**config.mk**
```make
export PLATFORM = sky130hd
export DESIGN_NAME = hostbus_port
export DESIGN_NICKNAME = d
export VERILOG_FILES = /design/src/rtl/hbp_pkg.sv /design/src/rtl/hbp_sync.sv /design/src/rtl/hbp_strobe_dec.sv /design/src/rtl/hbp_fifo.sv /design/src/rtl/hostbus_port.sv
export SDC_FILE = /design/constraint.sdc
export NUM_CORES = 1
export LEC_CHECK = 0
export BUFFER_PORTS_ARGS = -buffer_cell sky130_fd_sc_hd__buf_2
export CORE_MARGIN = 2
export CORE_UTILIZATION = 55
export CTS_CLUSTER_DIAMETER = 150
export DETAILED_ROUTE_END_ITERATION = 12
export HOLD_SLACK_MARGIN = 0.1
export MAX_ROUTING_LAYER = met4
export PLACE_DENSITY = 0.74
export SLEW_MARGIN = 20
export SYNTH_ARGS = -nofsm -noshare
export SYNTH_HDL_FRONTEND = slang
export SYNTH_SLANG_ARGS = --single-unit
```
**constraint.sdc**
```tcl
create_clock -name clk -period 4.9 [get_ports clk]
set_input_delay 0.49 -clock clk [delete_from_list [all_inputs] [get_ports clk]]
set_output_delay 0.49 -clock clk [all_outputs]
set_load 0.05 [all_outputs]
```
**src/rtl/hbp_pkg.sv**
```systemverilog
package hbp_pkg;
  localparam int ADDR_STREAM = 0;
  localparam int ADDR_BLEN   = 1;
  localparam int ADDR_LEVEL  = 2;
  localparam int ADDR_FLAGS  = 3;

  typedef enum logic [1:0] {RDY_LOW, RDY_HIGH, RDY_FLOAT} rdy_st_t;

  // burst length actually used: a zero setting means one byte
  function automatic int eff_len(input int len);
    return (len == 0) ? 1 : len;
  endfunction

  // true when the FIFO can take a whole burst
  function automatic int has_room(input int level, input int len, input int depth);
    return ((depth - level) >= len) ? 1 : 0;
  endfunction
endpackage

```
**src/rtl/hbp_sync.sv**
```systemverilog
module hbp_sync #(
  parameter int W = 3,
  parameter logic [W-1:0] RST_VAL = '1
) (
  input  logic         clk,
  input  logic         rst_n,
  input  logic [W-1:0] d,
  output logic [W-1:0] q
);
  logic [W-1:0] s1;
  always_ff @(posedge clk or negedge rst_n) begin
    if (!rst_n) begin
      s1 <= RST_VAL;
      q  <= RST_VAL;
    end else begin
      s1 <= d;
      q  <= s1;
    end
  end
endmodule

```
**src/rtl/hbp_strobe_dec.sv**
```systemverilog
module hbp_strobe_dec (
  input  logic clk,
  input  logic rst_n,
  input  logic mode_sep,
  input  logic cs_s,
  input  logic a_s,
  input  logic b_s,
  output logic wr_evt,
  output logic rd_evt,
  output logic rd_act
);
  logic wr_lvl, rd_lvl, wr_q, rd_q;

  always_comb begin
    if (mode_sep) begin
      wr_lvl = !cs_s && !a_s;
      rd_lvl = !cs_s && !b_s;
    end else begin
      wr_lvl = !cs_s && !b_s && !a_s;
      rd_lvl = !cs_s && !b_s && a_s;
    end
  end

  always_ff @(posedge clk or negedge rst_n) begin
    if (!rst_n) begin
      wr_q <= 1'b0;
      rd_q <= 1'b0;
    end else begin
      wr_q <= wr_lvl;
      rd_q <= rd_lvl;
    end
  end

  assign wr_evt = wr_lvl && !wr_q;
  assign rd_evt = rd_lvl && !rd_q;
  assign rd_act = rd_lvl;
endmodule

```
**src/rtl/hbp_fifo.sv**
```systemverilog
module hbp_fifo #(
  parameter int DEPTH = 16,
  parameter int DW    = 8,
  localparam int PW   = (DEPTH > 1) ? $clog2(DEPTH) : 1,
  localparam int LW   = $clog2(DEPTH + 1)
) (
  input  logic          clk,
  input  logic          rst_n,
  input  logic          push,
  input  logic [DW-1:0] push_data,
  input  logic          pop,
  output logic [DW-1:0] head,
  output logic          empty,
  output logic          full,
  output logic [LW-1:0] level
);
  logic [DW-1:0] mem [DEPTH];
  logic [PW-1:0] wp, rp;

  function automatic logic [PW-1:0] nxt(input logic [PW-1:0] p);
    return (int'(p) == DEPTH - 1) ? '0 : p + 1'b1;
  endfunction

  always_ff @(posedge clk) begin
    if (push) mem[wp] <= push_data;
  end

  always_ff @(posedge clk or negedge rst_n) begin
    if (!rst_n) begin
      wp    <= '0;
      rp    <= '0;
      level <= '0;
    end else begin
      if (push) wp <= nxt(wp);
      if (pop)  rp <= nxt(rp);
      case ({push, pop})
        2'b10:   level <= level + 1'b1;
        2'b01:   level <= level - 1'b1;
        default: level <= level;
      endcase
    end
  end

  assign head  = mem[rp];
  assign empty = (level == '0);
  assign full  = (int'(level) == DEPTH);
endmodule

```
**src/rtl/hostbus_port.sv**
```systemverilog
module hostbus_port
  import hbp_pkg::*;
#(
  parameter int DEPTH = 16,
  parameter int DW    = 8,
  parameter int AW    = 4,
  parameter logic [DW-1:0] BLEN_RST = 8'd4,
  localparam int LW   = $clog2(DEPTH + 1)
) (
  input  logic          clk,
  input  logic          rst_n,
  input  logic          mode_sep,
  input  logic          cs_n,
  input  logic          pin_a_n,
  input  logic          pin_b_n,
  input  logic [AW-1:0] addr,
  input  logic [DW-1:0] wdata,
  output logic [DW-1:0] rdata,
  output logic          rdata_oe,
  output logic          rdy_val,
  output logic          rdy_oe,
  input  logic          pop,
  output logic [DW-1:0] pop_data,
  output logic          pop_empty
);
  logic [2:0] pins_s;
  logic wr_evt, rd_evt, rd_act;
  logic stream_wr, push, pop_ok, full, ovf;
  logic [LW-1:0] level;
  logic [DW-1:0] blen, burst_cnt;
  int len_i;
  logic room;
  rdy_st_t st;

  hbp_sync #(.W(3), .RST_VAL(3'b111)) u_sync (
    .clk(clk), .rst_n(rst_n), .d({cs_n, pin_a_n, pin_b_n}), .q(pins_s));

  hbp_strobe_dec u_dec (
    .clk(clk), .rst_n(rst_n), .mode_sep(mode_sep),
    .cs_s(pins_s[2]), .a_s(pins_s[1]), .b_s(pins_s[0]),
    .wr_evt(wr_evt), .rd_evt(rd_evt), .rd_act(rd_act));

  assign stream_wr = wr_evt && (int'(addr) == ADDR_STREAM);
  assign push      = stream_wr && !full;
  assign pop_ok    = pop && !pop_empty;

  hbp_fifo #(.DEPTH(DEPTH), .DW(DW)) u_fifo (
    .clk(clk), .rst_n(rst_n), .push(push), .push_data(wdata),
    .pop(pop_ok), .head(pop_data), .empty(pop_empty), .full(full),
    .level(level));

  assign len_i = eff_len(int'(blen));
  assign room  = has_room(int'(level), len_i, DEPTH) != 0;

  always_ff @(posedge clk or negedge rst_n) begin
    if (!rst_n) begin
      blen  <= BLEN_RST;
      ovf   <= 1'b0;
      rdata <= '0;
    end else begin
      if (wr_evt && int'(addr) == ADDR_BLEN) blen <= wdata;
      if (stream_wr && full) ovf <= 1'b1;
      else if (wr_evt && int'(addr) == ADDR_FLAGS && wdata[0]) ovf <= 1'b0;
      if (rd_evt) begin
        case (int'(addr))
          ADDR_BLEN:  rdata <= blen;
          ADDR_LEVEL: rdata <= DW'(level);
          ADDR_FLAGS: rdata <= DW'(ovf);
          default:    rdata <= '0;
        endcase
      end
    end
  end

  always_ff @(posedge clk or negedge rst_n) begin
    if (!rst_n) begin
      st        <= RDY_LOW;
      burst_cnt <= '0;
    end else begin
      case (st)
        RDY_LOW: if (room) st <= RDY_HIGH;
        RDY_HIGH: begin
          if (push) begin
            if (len_i == 1) st <= RDY_LOW;
            else begin
              st        <= RDY_FLOAT;
              burst_cnt <= DW'(1);
            end
          end else if (!room) st <= RDY_LOW;
        end
        RDY_FLOAT: begin
          if (push) begin
            if (int'(burst_cnt) + 1 >= len_i) begin
              st        <= RDY_LOW;
              burst_cnt <= '0;
            end else burst_cnt <= burst_cnt + 1'b1;
          end
        end
        default: st <= RDY_LOW;
      endcase
    end
  end

  assign rdy_val  = (st == RDY_HIGH);
  assign rdy_oe   = (st != RDY_FLOAT);
  assign rdata_oe = rd_act;
endmodule

```
Word level (Yosys, flattened, before mapping)
Memory sizes are Yosys's and may differ from the RTL's.
Cells that the tools add are included.
{"block": "totals", "reg_bits": 48, "ram_bits": 128, "input_bits": 19, "out_inout_bits": 20, "wordCells": 96, "n_memories": 1}
{"memory": "u_fifo.mem", "depth": 16, "width": 8, "rd": 1, "rd_ports_with_merged_regs": 0, "wr": 1, "line_no": "hbp_fifo.sv:17", "text": "logic [DW-1:0] mem [DEPTH];"}
{"block": "op_classes", "n_addsub": 7, "n_lt_le_gt_ge": 2, "n_eq_ne": 20, "muxes": 24, "reduce_logical": 30}
{"operator": "$mux W8", "count": 5}
{"operator": "$reduce_bool A32 Y1", "count": 1}
{"operator": "$pmux W8 S3", "count": 1}
{"operator": "$pmux W8 S2", "count": 1}
{"operator": "$logic_and A1 B1 Y1", "count": 13}
{"operator": "$eq A4 B1 Y1 const B", "count": 3}
{"operator": "$eq A4 B2 Y1 const B", "count": 3}
{"operator": "$mux W2", "count": 6}
{"operator": "$pmux W5 S2", "count": 1}
{"operator": "$add A8 B1 Y9 const B", "count": 1}
{"operator": "$ge A6 B9 Y1", "count": 1}
{"operator": "$ge A9 B8 Y1", "count": 1}
{"operator": "$add A4 B1 Y4 const B", "count": 2}
{"operator": "$add A8 B1 Y8 const B", "count": 1}
{"operator": "$eq A8 B1 Y1 const B", "count": 1}
{"operator": "$logic_not A8 Y1", "count": 1}
{"operator": "$mux W4", "count": 2}
{"operator": "$ne A2 B2 Y1 const B", "count": 4}
{"operator": "$reduce_and A4 Y1", "count": 2}
{"operator": "$logic_not A1 Y1", "count": 7}
{"operator": "$mux W1", "count": 7}
{"operator": "$pmux W2 S3", "count": 1}
{"operator": "$reduce_bool A2 Y1", "count": 3}
{"operator": "$sub A5 B5 Y6 const A", "count": 1}
{"operator": "11 further kinds", "count": 14}

Logic depth before layout (Yosys ltp)
Gate-level depths: netlist (run 1).
{"block": "logic_depth", "ltp_word": 9, "mapped_depth": 16, "ltp_nobuf": 15}

Hierarchy
From an unflattened synthesis (run 1), not the netlist that was laid out.
{"block": "unflattened", "hier_cells": 518, "hier_area_um2": 7811.2}
{"mod": "hbp_fifo", "n_inst": 1, "cells_per_inst": 301, "area_each_um2": 5698.0, "seq_area_each_um2": 4169.0}
{"mod": "hostbus_port", "n_inst": 1, "cells_per_inst": 203, "area_each_um2": 1864.3, "seq_area_each_um2": 676.9}
{"mod": "hbp_sync", "n_inst": 1, "cells_per_inst": 6, "area_each_um2": 157.7, "seq_area_each_um2": 157.7}
{"mod": "hbp_strobe_dec", "n_inst": 1, "cells_per_inst": 8, "area_each_um2": 91.3, "seq_area_each_um2": 50.0}

Worst setup path after synthesis (run 1)
No wires, ideal clock.
{"block": "synth_path", "path_kind": "register to register", "start": "reg u_fifo.level[0]", "end": "reg u_fifo.level[4]", "setup_time_ps": 124, "arrival_time_ps": 3233, "required_ps": 4776, "setup_slack_ps": 1543, "path_stages_with_launch": 14, "path_buffers": 1, "period_less_slack_ps": 3357, "path_cell_list": "dfrtp_1 -> inv_1 -> ha_1 -> nor3b_1 -> ha_1 -> nor2b_1 -> clkbuf_1 -> ha_1 -> ha_1 -> nor2b_1 -> o21ai_0 -> a21oi_1 -> or3b_2 -> xnor2_1"}
{"block": "synth_between", "elab_chain_len": 5, "elab_cells_between_ends": 12, "classes_between": "2 x add/sub; 3 x eq/ne; 1 x mux; 6 x reduce/logical"}
{"item": "from (decl)", "line_no": "hbp_fifo.sv:15", "text": "output logic [LW-1:0] level"}
{"item": "from (signal assigned)", "line_no": "hbp_fifo.sv:37", "text": "2'b10: level <= level + 1'b1;"}
{"item": "from (signal assigned)", "line_no": "hbp_fifo.sv:38", "text": "2'b01: level <= level - 1'b1;"}
{"item": "from (signal assigned)", "line_no": "hbp_fifo.sv:39", "text": "default: level <= level;"}
{"item": "$logic_not A5 Y1 *", "line_no": "hbp_fifo.sv:45", "text": "assign empty = (level == '0);"}
{"item": "named net pop_empty", "line_no": "hostbus_port.sv:24", "text": "output logic pop_empty"}
{"item": "$logic_not A1 Y1 *", "line_no": "hostbus_port.sv:45", "text": "assign pop_ok = pop && !pop_empty;"}
{"item": "$logic_and A1 B1 Y1 *", "line_no": "hostbus_port.sv:45"}
{"item": "named net pop_ok", "line_no": "hostbus_port.sv:28", "text": "logic stream_wr, push, pop_ok, full, ovf;"}
{"item": "$eq A2 B1 Y1 / $eq A2 B2 Y1 (equally long branches)", "line_no": "hbp_fifo.sv:36", "text": "case ({push, pop})"}
{"item": "$pmux W5 S2 / $reduce_bool A2 Y1 (equally long branches)"}
The timed path passes the listed nets; every way through them passes the cells marked *.
A chain may end at the register's enable or synchronous reset.

Final worst setup path (run 1)
{"block": "layout_path", "start": "reg u_fifo.level[0]", "end": "reg u_fifo.level[4]"}
{"block": "layout_between", "elab_chain_len": 5, "elab_cells_between_ends": 12, "classes_between": "2 x add/sub; 3 x eq/ne; 1 x mux; 6 x reduce/logical"}
{"item": "$eq A5 B5 Y1 / $logic_not A5 Y1 (equally long branches)", "line_no": "hbp_fifo.sv:46, hbp_fifo.sv:45"}
{"item": "$logic_not A1 Y1, on equally long branches", "line_no": "hostbus_port.sv:44, hostbus_port.sv:45"}
{"item": "$logic_and A1 B1 Y1, on equally long branches", "line_no": "hostbus_port.sv:44, hostbus_port.sv:45"}
{"item": "$eq A2 B1 Y1 / $eq A2 B2 Y1 (equally long branches)", "line_no": "hbp_fifo.sv:36"}
{"item": "$pmux W5 S2 / $reduce_bool A2 Y1 (equally long branches)"}
Several ways; a longest one is shown, not always the timed one.

==> impl_results.md, run 1 <==
- Clk pin slew, worst setup/hold paths: 60 ps
- Max-Cap Viols: 0
- # nets final: 572
- Post-DP HPWL: 10,200 um
- CTS Buf Count: 17
- Most common cell in the netlist: edfxtp_1
- Post-cts resize count: 0
- Critical Path AT: 4410 ps
- Die Span Y: 123 um
- Switching power: 1520 uW
- Root buffer cell: clkbuf_16
- Synth area leader: edfxtp_1
- Layout Utilization: 62.6%
- Routed Wire Length: 15,700 um
- H-tree depth: 4
- Clk buf depth: 2
- Seq/Total Area, Yosys: 65.4%
- Routed Antenna Nets: 0
- Final Slew Violations: 0
- Cell Int Power: 3070 uW
- Sequential Power Share: 40.6%
- Postcts setup bufs: 0
- CTS sink cnt: 176
- Switch share: 33.1%
- Post-place setup slack: 812 ps
- Synthesized instance count: 480
- # diodes: 0
- Via count: 4,260
- Max IR drop VDD: 0.284 mV
- Starting DRC count in detailed routing: 444
- Tmin final: 4100 ps
- Initial antenna violation count: 0
- Worst-case clock skew: 12.3 ps
- Die area: 0.0150 mm^2
- Pin count of the biggest net entering global routing: 49
- Post-synth EDFFs: 128
- DRT Pass-1 Iters: 4
- GPL Wtd Cong: 0.823
- Max-slew headroom: 47.3%
- Top_reg_cell synth: edfxtp_1
- Setup TNS: 0 ps
- CTS tree: done
- Hold crit path type: primary input to asynchronous set/reset pin
- DR WL/cell: 21.9 um
- Syn_nets: 530
- Status: completed
- Final non-filler cell total: 715
- DRC violations left: 0
- Leakage: 0.00328 uW
- Final period utilization: 83.7%
- Vias in the first global route: 4,409
- CP required: 5210 ps
- Average size of a mapped cell: 16.1 um^2
- GRT Overall Usage: 23.5%
- Post-synth top area share: 49.7%
- RSZ-0062 raised after global routing: no
- Setup ws final: 799 ps
- GRT overflow: 0
- Core area: 0.0138 mm^2
- Asr flop ratio synth: 27.3%
- Clock Latency Late Sink: 430 ps
- Initial Util: 55.9%
- Final Hold Viols: 0
- Clock Power Share: 28.8%
- Pwr dens: 530 mW/mm^2
- Setup crit start kind: register
- Crit path kind: register to register
- Logic gate share of total power: 30.5%
- Global-route wire length before repair: 24,600 um
- I/O pins: 39
- Rows: 43
- Vias/cell: 5.96
- Least-Margin Pin Slew: 788 ps
- Synthesis-to-finish area growth: 11.9%
- Post-synth cell types: 46
- # port buffers: 38
- Critical path peak fanout: 19
- Final instance area: 0.00865 mm^2
- Final-report setup violation count: 0
- Layout cell share with drive strength beyond 1: 25.2%
- Syn Std Cell Area: 0.00773 mm^2
- Synth top area cells: edfxtp_1 50%, dfrtp_1 13%, mux4_2 12%
- Post-synthesis sequential element count: 176
- Synth warnings: 0
- F_max: 0.244 GHz
- Hold buffer count at CTS: 0
- Placed Cells incl. Taps: 683
- Synth cell count leaders: 128 x edfxtp_1, 41 x dfrtp_1, 40 x mux4_2, 31 x nand2_1, 30 x ha_1
- Die width: 123 um
- Placed Area: 0.00806 mm^2
- Critical Path Sink Type: register
- Worst reg2reg path depth: 14
-- flip-flops by register name (all words and copies together) (netlist names), 2 cells and up --
signal and cells:
rdata 8, burst_cnt 8, st 2, blen 8, u_fifo.wp 4, u_fifo.level 5
u_fifo.mem 128, u_sync.s1 3, u_sync.q 3, u_fifo.rp 4
-- logic make-up (layout without fill, tap and decap cells) --
group | Yosys count | after routing | share of synthesized area, %
AND/OR/NAND/NOR | 109 | 109 | 7.55
multiplexers | 50 | 50 | 13.1
XOR/XNOR | 9 | 9 | 1.02
AO/OA/AOI/OAI | 64 | 64 | 5.42
flip-flops | 176 | 176 | 65.4
buffers and inverters | 41 | 96 | 2.40
adder cells (fa/ha/maj) | 31 | 31 | 5.12
-- power groups by stage --
stage / registers (uW) / clock network (uW) / logic (uW)
after floorplan: 1780 / 0 / 1220
after global placement: 1890 / 0 / 1380
after detailed placement: 1900 / 0 / 1400
after CTS: 1870 / 1340 / 1410
after global routing: 1890 / 1400 / 1520
final: 1860 / 1320 / 1400
-- cell usage in the layout, fill, tap and decap left out, types with 6 or more instances in the layout --
cell,instances
nor2b_1,8
nand3_1,11
and3_1,9
xnor2_1,6
nor2_1,9
and2_1,13
edfxtp_1,128
dfstp_2,7
a21oi_1,12
clkbuf_16,19
nor3_1,7
ha_1,30
a22o_1,12
mux4_2,40
a21o_1,6
mux2_2,9
nand2_1,31
inv_1,24
buf_2,37
o21ai_0,22
dfrtp_1,40
-- critical path, stage by stage, from the launching register on --
cell	delay, ps
dfrtp_1	400
inv_1	130
ha_1	240
nor3b_1	160
ha_1	200
nor3_1	180
and2_1	600
inv_1	320
ha_1	350
ha_1	330
nor2b_1	150
o21ai_0	230
a21oi_1	110
or3b_2	460
xnor2_1	130
-- layer usage --
metal	share of wire [%]	global-route usage (%)	routed length, um	up-vias
met2	51	38.3	8030	113
met1	42	30.0	6630	2181
met3	4.5	4.23	706	22
met4	1.9	8.33	296	0
li1	-	-	-	1944
met5	0	-	0	-
-- area by class of cell --
cell class                      instances  area [um^2]
Timing Repair Buffer                   40          208
Inverter                               24         90.1
Sequential cell                       176         5050
Clock buffer                           21          483
Fill cell                             974         5180
Clock inverter                         11          100
Tap cell                              180          225
Multi-Input combinational cell        263         2490
-- worst paths after layout --
| path | from | to | slack, ps |
|---|---|---|---|
| setup / recovery | u_fifo.level[0] | u_fifo.level[4] | 800 |
| hold / removal | rst_n | u_dec.rd_q | 80 |
| setup reg to reg | u_fifo.level[0] | u_fifo.level[4] | 800 |
| hold reg to reg | u_sync.s1[1] | u_sync.q[1] | 360 |
| max in group asynchronous | rst_n | u_fifo.rp[0] | 4390 |
| min in group clk | cs_n | u_sync.s1[2] | 160 |
-- through the flow --
step	power (uW)	hold WS, ps
after floorplan	3000	194
after global placement	3270	347
after detailed placement	3300	347
after CTS	4620	147
after global routing	4810	118
final	4590	82.3
(Power assumes the default switching activity.)
==> inputs of run 2 (changes only) <==
Settings changed: PLACE_DENSITY 0.74 to 0.77.
Clock period 4.9 ns to 3.3 ns, I/O delays scaled along.
==> run 2 against run 1 <==
Register-to-register slack worse by 570 ps. Maximum frequency rose by 33%. Count of clock-buffer cells in the layout fell by 1. Final area increased by 0.95%. First-iteration DRC count shrank 10%. Non-clock buffer count increased by 10. Final cell count rose by 1.3%. Die area unchanged. Largest power group unchanged.
==> impl_results.md, run 2 (synthesis results as in run 1) <==
- Final Slew Violations: 0 (unchanged)
- Final instance area: 0.00873 mm^2 (was 0.00865 mm^2)
- CP required: 3600 ps (was 5210 ps)
- Critical Path AT: 3380 ps (was 4410 ps)
- Layout cell share with drive strength beyond 1: 25.7% (was 25.2%)
- Final Hold Viols: 0 (unchanged)
- GRT overflow: 0 (unchanged)
- Crit path kind: register to register (unchanged)
- CTS sink cnt: 176 (unchanged)
- I/O pins: 39 (unchanged)
- Starting DRC count in detailed routing: 399 (was 444)
- Post-DP HPWL: 10,100 um (was 10,200 um)
- Least-Margin Pin Slew: 766 ps (was 788 ps)
- Die area: 0.0150 mm^2 (unchanged)
- Pwr dens: 778 mW/mm^2 (was 530 mW/mm^2)
- Die Span Y: 123 um (unchanged)
- DRC violations left: 0 (unchanged)
- Routed Wire Length: 15,400 um (was 15,700 um)
- # nets final: 582 (was 572)
- Pin count of the biggest net entering global routing: 49 (unchanged)
- Initial antenna violation count: 0 (unchanged)
- DRT Pass-1 Iters: 4 (unchanged)
- Clk buf depth: 2 (unchanged)
- Vias in the first global route: 4,544 (was 4,409)
- Clk pin slew, worst setup/hold paths: 60 ps (about the same)
- Rows: 43 (unchanged)
- Status: completed (unchanged)
- Die width: 123 um (unchanged)
- Biggest register: u_fifo.mem (unchanged)
- Final-report setup violation count: 0 (unchanged)
- Core area: 0.0138 mm^2 (unchanged)
- F_max: 0.325 GHz (was 0.244 GHz)
- Via count: 4,281 (was 4,260)
- RSZ-0062 raised after global routing: no (unchanged)
- Tmin final: 3080 ps (was 4100 ps)
- Worst-case clock skew: 5.65 ps (was 12.3 ps)
- Leakage: 0.00331 uW (was 0.00328 uW)
- GRT Overall Usage: 23.5% (about the same)
- DR WL/cell: 21.2 um (was 21.9 um)
- Post-place setup slack: -63.9 ps (was 812 ps)
- Max-Cap Viols: 0 (unchanged)
- Highest-count cells in the layout ignoring fill and taps: 128 x edfxtp_1, 40 x mux4_2, 40 x dfrtp_1 (unchanged)
- # port buffers: 38 (unchanged)
- Max IR drop VDD: 0.404 mV (was 0.284 mV)
- CTS Buf Count: 17 (unchanged)
- Final period utilization: 93.2% (was 83.7%)
- Routed Antenna Nets: 0 (unchanged)
- GPL Wtd Cong: 0.843 (was 0.823)
- Setup crit start kind: register (unchanged)
- Fillers: 962 (was 974)
- Setup ws final: 224 ps (was 799 ps)
- # diodes: 0 (unchanged)
- Vias/cell: 5.91 (was 5.96)
- Synthesis-to-finish area growth: 13.0% (was 11.9%)
- Root buffer cell: clkbuf_16 (unchanged)
- Setup TNS: 0 ps (unchanged)
- Clock Latency Late Sink: 420 ps (was 430 ps)
- Initial Util: 55.9% (unchanged)
- Max-slew headroom: 49.0% (was 47.3%)
- Hold crit path type: primary input to register (was primary input to asynchronous set/reset pin)
- Critical path peak fanout: 4 (was 19)
- Commonest non-fill, non-tap cell in the layout: edfxtp_1 (unchanged)
- Global-route wire length before repair: 24,600 um (about the same)
- CTS tree: done (unchanged)
- H-tree depth: 4 (unchanged)
- Critical Path Sink Type: register (unchanged)
- Layout Utilization: 63.2% (was 62.6%)
- Placed Area: 0.00811 mm^2 (was 0.00806 mm^2)
- Max reg flops: 128 (unchanged)
run 2: changes by cell type in the layout (fill, tap and decap cells not counted), moves of 3 or more:
| cell | delta |
|---|---|
| ha_1 | -3 |
| dlygate4sd3_1 | +4 |
| clkinv_1 | +6 |
| buf_4 | +5 |
| ha_2 | +3 |
run 2: routing by layer:
metal  global-route usage (%)  vias to the layer above  part of all wire (%)
li1                         -                     1956                     -
met4                     8.62                        0                   2.1
met5                        -                        -                     0
met1                     28.9                     2200                    41
met2                     38.9                       96                    53
met3                     5.02                       29                   3.6
run 2: critical path: stages, from the launching register on:
cell	delay, ps
dfrtp_1	410
inv_1	90
ha_1	190
nor3b_4	230
ha_2	230
nor3_2	50
and2_1	140
inv_1	80
ha_2	210
inv_1	80
fa_1	400
nor2b_1	120
o21ai_0	100
nand3_1	90
or3b_4	390
xnor2_2	150
run 2: where the power goes:
part	switching, uW	internal, uW	total [uW]
clock network	758	1090	1850
registers	199	2500	2700
logic	1260	994	2250
total	2220	4580	6800
run 2: final timing paths:
kind | startpoint | endpoint | slack [ps] | cells after the start
setup / recovery | u_fifo.level[0] | u_fifo.level[4] | 220 | 15
hold / removal | addr[1] | ovf | 170 | 2
setup reg to reg | u_fifo.level[0] | u_fifo.level[4] | 220 | 15
hold reg to reg | u_sync.s1[2] | u_sync.q[2] | 360 | 0
max in group asynchronous | rst_n | u_fifo.rp[0] | 2410 | 2
min in group asynchronous | rst_n | u_dec.rd_q | 460 | 2
run 2: metrics by stage:
stage,power [uW],hold slack (ps),cells
detailed placement,4950,349,687
finish,6800,171,724
global route,7150,177,724
floorplan,4460,34.4,480
global placement,4880,346,687
CTS,6800,135,721
run 2: timing repair:
action	4_1_cts	5_1_grt
buffers inserted	0	2
resized for setup	2	6
endpoints found under the setup margin	1	1
hold buffers	3	1
hold endpoints to repair	3	41
run 2: area by class of cell:
| cell class | instances | area (um^2) | share of cell area (%) |
|---|---|---|---|
| clock buffer | 20 | 437 | 5.00 |
| clock inverter | 11 | 97.6 | 1.12 |
| inverter | 24 | 90.1 | 1.03 |
| multi-input combinational | 263 | 2520 | 28.9 |
| sequential | 176 | 5050 | 57.9 |
| tap | 180 | 225 | 2.58 |
| timing repair buffer | 50 | 305 | 3.50 |
